## config.mk

```make
export PLATFORM = sky130hd
export DESIGN_NAME = cfg_hdr_parser
export DESIGN_NICKNAME = d
export VERILOG_FILES = /design/src/rtl/cfg_hdr_pkg.sv /design/src/rtl/cfg_hdr_dp.sv /design/src/rtl/cfg_hdr_ctrl.sv /design/src/rtl/cfg_hdr_parser.sv
export SDC_FILE = /design/constraint.sdc
export NUM_CORES = 1
export LEC_CHECK = 0
export ABC_AREA = 1
export ABC_CLOCK_PERIOD_IN_PS = 2300
export BUFFER_PORTS_ARGS = -buffer_cell sky130_fd_sc_hd__buf_2
export CAP_MARGIN = 40
export CELL_PAD_IN_SITES_DETAIL_PLACEMENT = 0
export CELL_PAD_IN_SITES_GLOBAL_PLACEMENT = 1
export CORE_MARGIN = 2
export CORE_UTILIZATION = 38
export DETAILED_ROUTE_END_ITERATION = 10
export GPL_TIMING_DRIVEN = 0
export HOLD_SLACK_MARGIN = 0.15
export MAX_ROUTING_LAYER = met4
export PLACE_DENSITY_LB_ADDON = 0.2
export SETUP_SLACK_MARGIN = 0.15
export SYNTH_ARGS = -nofsm -noshare
export SYNTH_HDL_FRONTEND = slang
export SYNTH_SLANG_ARGS = --single-unit
```

## constraint.sdc

```tcl
create_clock -name clk -period 2.3 [get_ports clk]
set_input_delay 0.23 -clock clk [delete_from_list [all_inputs] [get_ports clk]]
set_output_delay 0.23 -clock clk [all_outputs]
set_load 0.005 [all_outputs]
```

## src/rtl/cfg_hdr_pkg.sv

```systemverilog
package cfg_hdr_pkg;

  localparam int SIG_LEN   = 13;
  localparam int SEC_LEN_W = 16;
  localparam logic [7:0] PAY_TAG = 8'h65;

  typedef enum logic [3:0] {
    ST_SIG, ST_TAG, ST_LHI, ST_LLO, ST_BODY, ST_ETAG, ST_PLEN, ST_PAY, ST_DONE, ST_ERR
  } parseState_t;

  // strobes from control to datapath
  typedef struct packed {
    logic cntClr;
    logic cntInc;
    logic lenHiLd;
    logic lenLoLd;
    logic lenDec;
    logic fieldInc;
    logic plenShift;
    logic payInc;
  } dpCtl_t;

  // conditions from datapath to control
  typedef struct packed {
    logic sigMatch;
    logic cntAtSigEnd;
    logic cntAtPlenEnd;
    logic lenLoZero;
    logic bodyEnd;
    logic fieldIsLast;
    logic tagMatch;
    logic plenZero;
    logic payIsFirst;
    logic payIsLast;
  } dpFlags_t;

  function automatic logic [7:0] sigByte(input logic [3:0] idx);
    logic [7:0] b;
    case (idx)
      4'd1:                      b = 8'h09;
      4'd2, 4'd4, 4'd6, 4'd8:    b = 8'h0F;
      4'd3, 4'd5, 4'd7, 4'd9:    b = 8'hF0;
      4'd12:                     b = 8'h01;
      default:                   b = 8'h00;
    endcase
    return b;
  endfunction

endpackage

```

## src/rtl/cfg_hdr_dp.sv

```systemverilog
module cfg_hdr_dp
  import cfg_hdr_pkg::*;
#(
  parameter int FIELDS = 4,
  parameter int PLEN_W = 32,
  localparam int FIDX_W = $clog2(FIELDS),
  localparam int PLEN_BYTES = PLEN_W / 8,
  localparam int CNT_W = $clog2(SIG_LEN)
) (
  input  logic              clk,
  input  logic              rstN,
  input  logic [7:0]        inData,
  input  dpCtl_t            ctl,
  output dpFlags_t          flags,
  output logic [FIDX_W-1:0] fieldIdx,
  output logic [PLEN_W-1:0] payloadLength
);

  logic [CNT_W-1:0]     byteCnt;
  logic [SEC_LEN_W-1:0] secLen;
  logic [PLEN_W-1:0]    payLen;
  logic [PLEN_W-1:0]    payCnt;
  logic [PLEN_W-1:0]    payLenNext;

  assign payLenNext = {payLen[PLEN_W-9:0], inData};

  always_ff @(posedge clk) begin
    if (!rstN) begin
      byteCnt  <= '0;
      secLen   <= '0;
      payLen   <= '0;
      payCnt   <= '0;
      fieldIdx <= '0;
    end else begin
      if (ctl.cntClr)         byteCnt <= '0;
      else if (ctl.cntInc)    byteCnt <= byteCnt + 1'b1;
      if (ctl.lenHiLd)        secLen  <= SEC_LEN_W'(inData);
      else if (ctl.lenLoLd)   secLen  <= {secLen[SEC_LEN_W-9:0], inData};
      else if (ctl.lenDec)    secLen  <= secLen - 1'b1;
      if (ctl.fieldInc)       fieldIdx <= fieldIdx + 1'b1;
      if (ctl.plenShift)      payLen  <= payLenNext;
      if (ctl.payInc)         payCnt  <= payCnt + 1'b1;
    end
  end

  always_comb begin
    flags.sigMatch     = (inData == sigByte(4'(byteCnt)));
    flags.cntAtSigEnd  = (byteCnt == CNT_W'(SIG_LEN - 1));
    flags.cntAtPlenEnd = (byteCnt == CNT_W'(PLEN_BYTES - 1));
    flags.lenLoZero    = (secLen[7:0] == 8'h00) && (inData == 8'h00);
    flags.bodyEnd      = (secLen == SEC_LEN_W'(1));
    flags.fieldIsLast  = (fieldIdx == FIDX_W'(FIELDS - 1));
    flags.tagMatch     = (inData == PAY_TAG);
    flags.plenZero     = (payLenNext == '0);
    flags.payIsFirst   = (payCnt == '0);
    flags.payIsLast    = (payCnt + 1'b1 == payLen);
  end

  assign payloadLength = payLen;


  pay_count_bound_chk: assert property (@(posedge clk) disable iff (!rstN)
    ctl.payInc |-> (payCnt < payLen));

endmodule

```

## src/rtl/cfg_hdr_ctrl.sv

```systemverilog
module cfg_hdr_ctrl
  import cfg_hdr_pkg::*;
(
  input  logic     clk,
  input  logic     rstN,
  input  logic     inValid,
  input  logic     payReady,
  input  dpFlags_t flags,
  output dpCtl_t   ctl,
  output logic     inReady,
  output logic     payValid,
  output logic     payFirst,
  output logic     payLast,
  output logic     fieldValid,
  output logic     headerOk,
  output logic     headerError
);

  parseState_t state, stateNext;
  logic take;

  assign inReady     = (state == ST_PAY) ? payReady : 1'b1;
  assign take        = inValid && inReady;
  assign payValid    = (state == ST_PAY) && inValid;
  assign payFirst    = payValid && flags.payIsFirst;
  assign payLast     = payValid && flags.payIsLast;
  assign fieldValid  = (state == ST_BODY) && inValid;
  assign headerOk    = (state == ST_PAY) || (state == ST_DONE);
  assign headerError = (state == ST_ERR);

  always_ff @(posedge clk) begin
    if (!rstN) state <= ST_SIG;
    else       state <= stateNext;
  end

  always_comb begin
    ctl       = '0;
    stateNext = state;
    if (take) begin
      case (state)
        ST_SIG: begin
          if (!flags.sigMatch) stateNext = ST_ERR;
          else if (flags.cntAtSigEnd) begin
            ctl.cntClr = 1'b1;
            stateNext  = ST_TAG;
          end else ctl.cntInc = 1'b1;
        end
        ST_TAG: stateNext = ST_LHI;
        ST_LHI: begin
          ctl.lenHiLd = 1'b1;
          stateNext   = ST_LLO;
        end
        ST_LLO: begin
          ctl.lenLoLd = 1'b1;
          if (!flags.lenLoZero) stateNext = ST_BODY;
          else if (flags.fieldIsLast) stateNext = ST_ETAG;
          else begin
            ctl.fieldInc = 1'b1;
            stateNext    = ST_TAG;
          end
        end
        ST_BODY: begin
          ctl.lenDec = 1'b1;
          if (flags.bodyEnd) begin
            if (flags.fieldIsLast) stateNext = ST_ETAG;
            else begin
              ctl.fieldInc = 1'b1;
              stateNext    = ST_TAG;
            end
          end
        end
        ST_ETAG: begin
          if (!flags.tagMatch) stateNext = ST_ERR;
          else begin
            ctl.cntClr = 1'b1;
            stateNext  = ST_PLEN;
          end
        end
        ST_PLEN: begin
          ctl.plenShift = 1'b1;
          if (flags.cntAtPlenEnd) stateNext = flags.plenZero ? ST_DONE : ST_PAY;
          else ctl.cntInc = 1'b1;
        end
        ST_PAY: begin
          ctl.payInc = 1'b1;
          if (flags.payIsLast) stateNext = ST_DONE;
        end
        default: stateNext = state;
      endcase
    end
  end


  err_sticky_chk: assert property (@(posedge clk) disable iff (!rstN)
    headerError |=> headerError);


  err_on_accept_chk: assert property (@(posedge clk) disable iff (!rstN)
    $rose(headerError) |-> $past(inValid));


  ok_sticky_chk: assert property (@(posedge clk) disable iff (!rstN)
    headerOk |=> headerOk);


  ok_on_accept_chk: assert property (@(posedge clk) disable iff (!rstN)
    $rose(headerOk) |-> $past(inValid));


  no_pay_after_last_chk: assert property (@(posedge clk) disable iff (!rstN)
    (payLast && payReady) |=> !payValid);


  exclusive_status_chk: assert property (@(posedge clk) disable iff (!rstN)
    !(headerOk && headerError));

endmodule

```

## src/rtl/cfg_hdr_parser.sv

```systemverilog
module cfg_hdr_parser
  import cfg_hdr_pkg::*;
#(
  parameter int FIELDS = 4,
  parameter int PLEN_W = 32,
  localparam int FIDX_W = $clog2(FIELDS)
) (
  input  logic              clk,
  input  logic              rstN,
  input  logic [7:0]        inData,
  input  logic              inValid,
  output logic              inReady,
  output logic [7:0]        fieldData,
  output logic [FIDX_W-1:0] fieldIdx,
  output logic              fieldValid,
  output logic              headerOk,
  output logic              headerError,
  output logic [PLEN_W-1:0] payloadLength,
  output logic [7:0]        payData,
  output logic              payValid,
  output logic              payFirst,
  output logic              payLast,
  input  logic              payReady
);

  dpCtl_t   ctl;
  dpFlags_t flags;

  cfg_hdr_ctrl uCtrl (
    .clk(clk), .rstN(rstN), .inValid(inValid), .payReady(payReady),
    .flags(flags), .ctl(ctl), .inReady(inReady), .payValid(payValid),
    .payFirst(payFirst), .payLast(payLast), .fieldValid(fieldValid),
    .headerOk(headerOk), .headerError(headerError)
  );

  cfg_hdr_dp #(.FIELDS(FIELDS), .PLEN_W(PLEN_W)) uDp (
    .clk(clk), .rstN(rstN), .inData(inData), .ctl(ctl), .flags(flags),
    .fieldIdx(fieldIdx), .payloadLength(payloadLength)
  );

  assign fieldData = inData;
  assign payData   = inData;

endmodule

```

=== Word level (Yosys, flattened, before mapping) ===
Memories as Yosys holds them, arrays and structs flattened. A register that Yosys moved wholly into a read port is not among the register bits.
Cells that the tools add are included.
W data, S select, Z words.

* Bits in registers: 90
* Bits in read-only memories: 128
* Input bits: 12
* Word-level logic and storage cells: 84
* Memories kept: 1

* Add/subtract/negate cells: 4
* Equal/unequal tests: 20
* Muxes and demuxes: 33
* Bitwise logic cells: 1
* Reduce and logical (&&, ||, !) cells: 18

{| class="wikitable"
|+ Memory list
! name !! depth !! bits a word !! rd ports !! clocked after Yosys merged registers in !! wr ports !! line !! source
|-
| (no name shown) || 16 || 8 || 1 || 1 || 0 || cfg_hdr_pkg.sv:39 || <nowiki>case (idx)</nowiki>
|}

{| class="wikitable"
|+ Operators with widths
! cell !! count
|-
| $logic_not A32 Y1 || 2
|-
| $mux W4 || 10
|-
| $add A32 B1 Y32 const B || 1
|-
| $eq A32 B32 Y1 || 1
|-
| $mux W16 || 2
|-
| $pmux W4 S8 || 1
|-
| $eq A16 B1 Y1 const B || 1
|-
| $eq A4 B3 Y1 const B || 4
|-
| $logic_not A8 Y1 || 2
|-
| $mux W8 || 2
|-
| $sub A16 B1 Y16 const B || 1
|-
| $mux W1 || 13
|-
| $eq A4 B2 Y1 const B || 3
|-
| $eq A4 B4 Y1 const B || 3
|-
| $eq A8 B7 Y1 const B || 1
|-
| $eq A8 B8 Y1 || 1
|-
| $reduce_bool A8 Y1 || 1
|-
| $logic_and A1 B1 Y1 || 6
|-
| $pmux W1 S2 || 3
|-
| $reduce_and A6 Y1 || 1
|-
| $add A4 B1 Y4 const B || 1
|-
| $eq A4 B1 Y1 const B || 1
|-
| $logic_not A4 Y1 || 1
|-
| $ne A2 B2 Y1 const B || 2
|-
| other kinds (11) || 12
|}

=== Logic depth before layout (Yosys ltp) ===
* Word-level depth: 8
* Depth in mapped cells: 18
* Depth with buffers taken out: 18

=== Modules after synthesis ===
A second synthesis with hierarchy kept.

* Cells, all modules: 986
* Area total of the unflattened synthesis: 6,291.0 um2

{| class="wikitable"
|+ By module, submodules not included
! module !! instances !! cells an instance !! area an instance (um2) !! seq. area each (um2)
|-
| cfg_hdr_dp || 1 || 876 || 5,605.4 || 1,801.7
|-
| cfg_hdr_ctrl || 1 || 94 || 565.5 || 80.1
|-
| cfg_hdr_parser || 1 || 16 || 120.1 || 0.0
|}

=== Worst setup path after synthesis ===
No wires, ideal clock.

* Kind: register -> register
* From: register uCtrl.state[2]
* To: register with a tool-made name
* Library setup time: 0.114 ns
* Arrival: 2.304 ns
* Setup slack: -0.117 ns
* Cell stages (with the launch flop): 18
* Buffers on the path: 0
* Path through: dfxtp_1 inv_1 nor2_1 inv_1 nor2_4 inv_2 or2_4 nand2_4 inv_1 a21oi_1 inv_1 a21oi_1 inv_1 ha_1 nand2_1 nand2_1 nand2_1 nand2_1

{| class="wikitable"
|+ RTL lines
! what !! line !! source
|-
| start: declaration || cfg_hdr_ctrl.sv:19 || <nowiki>parseState_t state, stateNext;</nowiki>
|-
| start signal: assignment || cfg_hdr_ctrl.sv:33 || <nowiki>else state <= stateNext;</nowiki>
|}

=== Final worst setup path ===
* From: register uDp.payCnt[0]
* To: output port payLast

* Word-level cells in the longest chain between the ends: 3

{| class="wikitable"
|+ Ends and longest elaborated chain
! what !! line !! source
|-
| start: declaration || cfg_hdr_dp.sv:22 || <nowiki>logic [PLEN_W-1:0] payCnt;</nowiki>
|-
| start signal: assignment || cfg_hdr_dp.sv:42 || <nowiki>if (ctl.payInc) payCnt <= payCnt + 1'b1;</nowiki>
|-
| $add A32 B1 Y32 || cfg_hdr_dp.sv:56 || <nowiki>flags.payIsLast = (payCnt + 1'b1 == payLen);</nowiki>
|-
| $eq A32 B32 Y1 || cfg_hdr_dp.sv:56 ||
|-
| $logic_and A1 B1 Y1 || cfg_hdr_ctrl.sv:26 || <nowiki>assign payLast = payValid && flags.payIsLast;</nowiki>
|-
| end: declaration || cfg_hdr_parser.sv:22 || <nowiki>output logic payLast,</nowiki>
|}

No other way between the ends.

==> results.tsv <==
stage	metric	value	unit
worst_setup_path	crit_fanout	5	
pwr	p_leak	0.003844	µW
synth	syn_area	0.006402	mm²
global_routing	grt_pass1_wl	37120	µm
cts	clock-sinks	94	
timing	max_freq	357.1	MHz
worst_setup_path	cp-start-kind	flip-flop	
synth	synth_edf_count	0	
synth	synth_seq_cells	94	
synth	synth_top_cell_area_share	29.39	%
synth	yosys_warnings	0	
routing	postRouteAntennaNets	0	
placed_design	pre_cts_ws	-0.4477	ns
placed_design	portBuffers	68	
floorplan	start_util	38.74	%
cts	clk_pin_slew	0.08	ns
synth	synth_nets	1066	
global_routing	grt.total_usage	27.79	%
timing	relSlewSlack	50.90	%
floorplan	ios	69	
cells_and_area	layout.nets	1194	
placed_design	dpl-instance-area	0.007042	mm²
synth	synth_commonest_cells	nand2_1, inv_1, nand3_1, nor2_1, dfxtp_1	
hold_path	min_path_cells	3	
floorplan	core	0.01652	mm²
synth	async_flop_share	0	%
cells_and_area	post_layout_nonfiller_instances	1395	
synth	synth.avg_cell_area	6.144	µm²
floorplan	fp.dieW	133.8	µm
floorplan	dieArea	0.01790	mm²
synth	ys_top_cells_by_area	dfxtp_1, nand2_1, inv_1	
timing	worst_pin_slew	0.7365	ns
synth	synth_top_area_cell	dfxtp_1	
outcome	status	finished with violations	
pwr	power_density	533.1	mW/mm²
synth	synth_cell_types	39	
run	max_cap_viol_count	0	
cts	hold_buffers	0	
worst_setup_path	rr_startpoint	uDp.payCnt[0]	
routing	dr.first_iter.drc_count	626	
worst_setup_path	crit_path_end_kind	primary output	
hold_path	min_from	inData[3]	
worst_setup_path	worstPathRequired	2.07	ns
timing	hold_viol	0	
cells_and_area	drive_above_1_share	26.47	%
global_routing	grt_overflow	0	
cts	clk_root_buffer_cell	clkbuf_16	
timing	finClkSkew	0.01484	ns
synth	ys_seq_area_share	29.39	%
timing	rsz0062_at_grt	true	
floorplan	die_h	133.8	µm
cells_and_area	antennaDiodeCount	0	
cells_and_area	finalInstanceArea	0.008254	mm²
cells_and_area	syn_to_final_growth	28.92	%
routing	drt_wl_total	24150	µm
outcome	failed_checks	setup timing	
cts	clockBufferDepth	2	
routing	wire_per_inst	17.31	µm
pwr	worst_ir_drop_vdd	0.3506	mV
global_routing	first_global_vias	6883	
worst_setup_path	crit_arrival	2.57	ns
worst_setup_path	r2r_cells	20	
timing	fin_crit_sh	121.8	%
cts	cts_tree	done	
timing	slew_violations	0	
floorplan	rows	47	
cts	numCtsBuffers	9	
routing	vias_per_cell	5.208	
synth	synth_flop_cell	dfxtp_1	
worst_setup_path	cp-startpoint	uDp.payCnt[0]	
placed_design	gp_congestion	0.9715	
routing	vias	7265	
routing	dr.pass1.iters	5	
worst_setup_path	crit_type	flip-flop to primary output	
synth	yosysMostFrequentCell	nand2_1	
placed_design	dpl.hpwl	18120	µm
cts	insertion_delay	0.37	ns
timing	layout_setup_ws	-0.5005	ns
global_routing	antenna_found_initial	0	
placed_design	dp_cells	1330	
cts	htree_levels	3	
timing	finalSetupViolCount	6	
cells_and_area	utilization	49.95	%
routing	drc	0	
timing	period_minus_slack	2.801	ns
global_routing	grt_max_degree	17	
hold_path	hold_class	input port to flip-flop	
synth	syn_inst	1042	
==> worst paths after layout <==
path	slack, ns	to
worst max register to register	-0.33	uDp.payCnt[20]
worst min register to register	0.49	uDp.payloadLength[28]
worst min-delay path	0.22	uDp.secLen[3]
worst max-delay path	-0.50	payLast
==> area by class of cell <==
class / count / area, µm²
clock buffer: 11 / 242.7
timing repair buffer: 117 / 773.2
sequential: 94 / 1924
tap: 220 / 275.3
buffer: 37 / 225.2
fill: 1735 / 8270
multi-input combinational: 762 / 4203
clock inverter: 5 / 41.29
inverter: 149 / 569.3
==> metrics by stage <==
stage	TNS, ns	total power, µW	hold slack, ns
after floorplan	0	2520	0.3858
after global placement	-8.738	2802	0.4690
after detailed placement	-7.446	2795	0.4723
after CTS	-0.8163	4347	0.2210
after global routing	-2.199	4635	0.2502
final	-1.355	4400	0.2160
==> cells in the final DEF (no fill, tap or decap), types with 28 or more instances in the layout <==
master and count:
nor2_1 80, a21oi_1 61, buf_4 51, dfxtp_1 70, inv_1 136, nand2_2 28, nand2_1 245, o21ai_0 61
buf_2 69, nand3_1 94
==> critical path: stages (launching register included) <==
cell and delay, ns:
dfxtp_4 0.38, ha_4 0.16, nand2_4 0.07, nor2_8 0.16, nand2_4 0.12, buf_6 0.14
buf_4 0.13, nand2_4 0.07, nand2_2 0.06, nand2_2 0.06, and3_4 0.20, nand4_1 0.09
nor2_1 0.13, nand3_1 0.09, nor3_2 0.20, buf_2 0.15
==> layer usage <==
layer  GRT usage, %  part of all wire [%]  wire length (µm)
met1          34.84                    44             10680
met2          44.84                    46             11180
met3          4.800                   5.9              1415
met4          10.52                   3.6               879
met5              -                     0                 0
==> repair_timing <==
item / 4_1_cts / 5_1_grt
cloned: 0 / 0
pin swaps: 31 / 36
setup endpoints to repair: 71 / 63
gates resized for setup: 111 / 65
endpoints found under the hold margin: 0 / 0
buffers inserted: 34 / 15
==> cell families after synthesis <==
kind of cell	synth area share, %
AND/OR/NAND/NOR	40.14
buffers and inverters	11.86
AO/OA/AOI/OAI	14.34
flip-flops	29.39
XOR/XNOR	1.915
adder cells (fa/ha/maj)	2.345
==> sequential cells by signal, indices dropped and copies added (netlist names), named ones only <==
| signal | flops |
|---|---|
| uDp.secLen | 16 |
| uDp.payCnt | 32 |
| uDp.byteCnt | 4 |
| uDp.fieldIdx | 2 |
| uDp.payloadLength | 32 |
| uCtrl.state | 4 |
==> where the power goes <==
| group | switching (µW) | internal [µW] | total, µW |
|---|---|---|---|
| Clock | 734 | 775 | 1510 |
| Combinational | 668 | 419 | 1090 |
| Sequential | 101 | 1700 | 1800 |
| Total | 1500 | 2900 | 4400 |
Power figures use the tool's default switching activity.
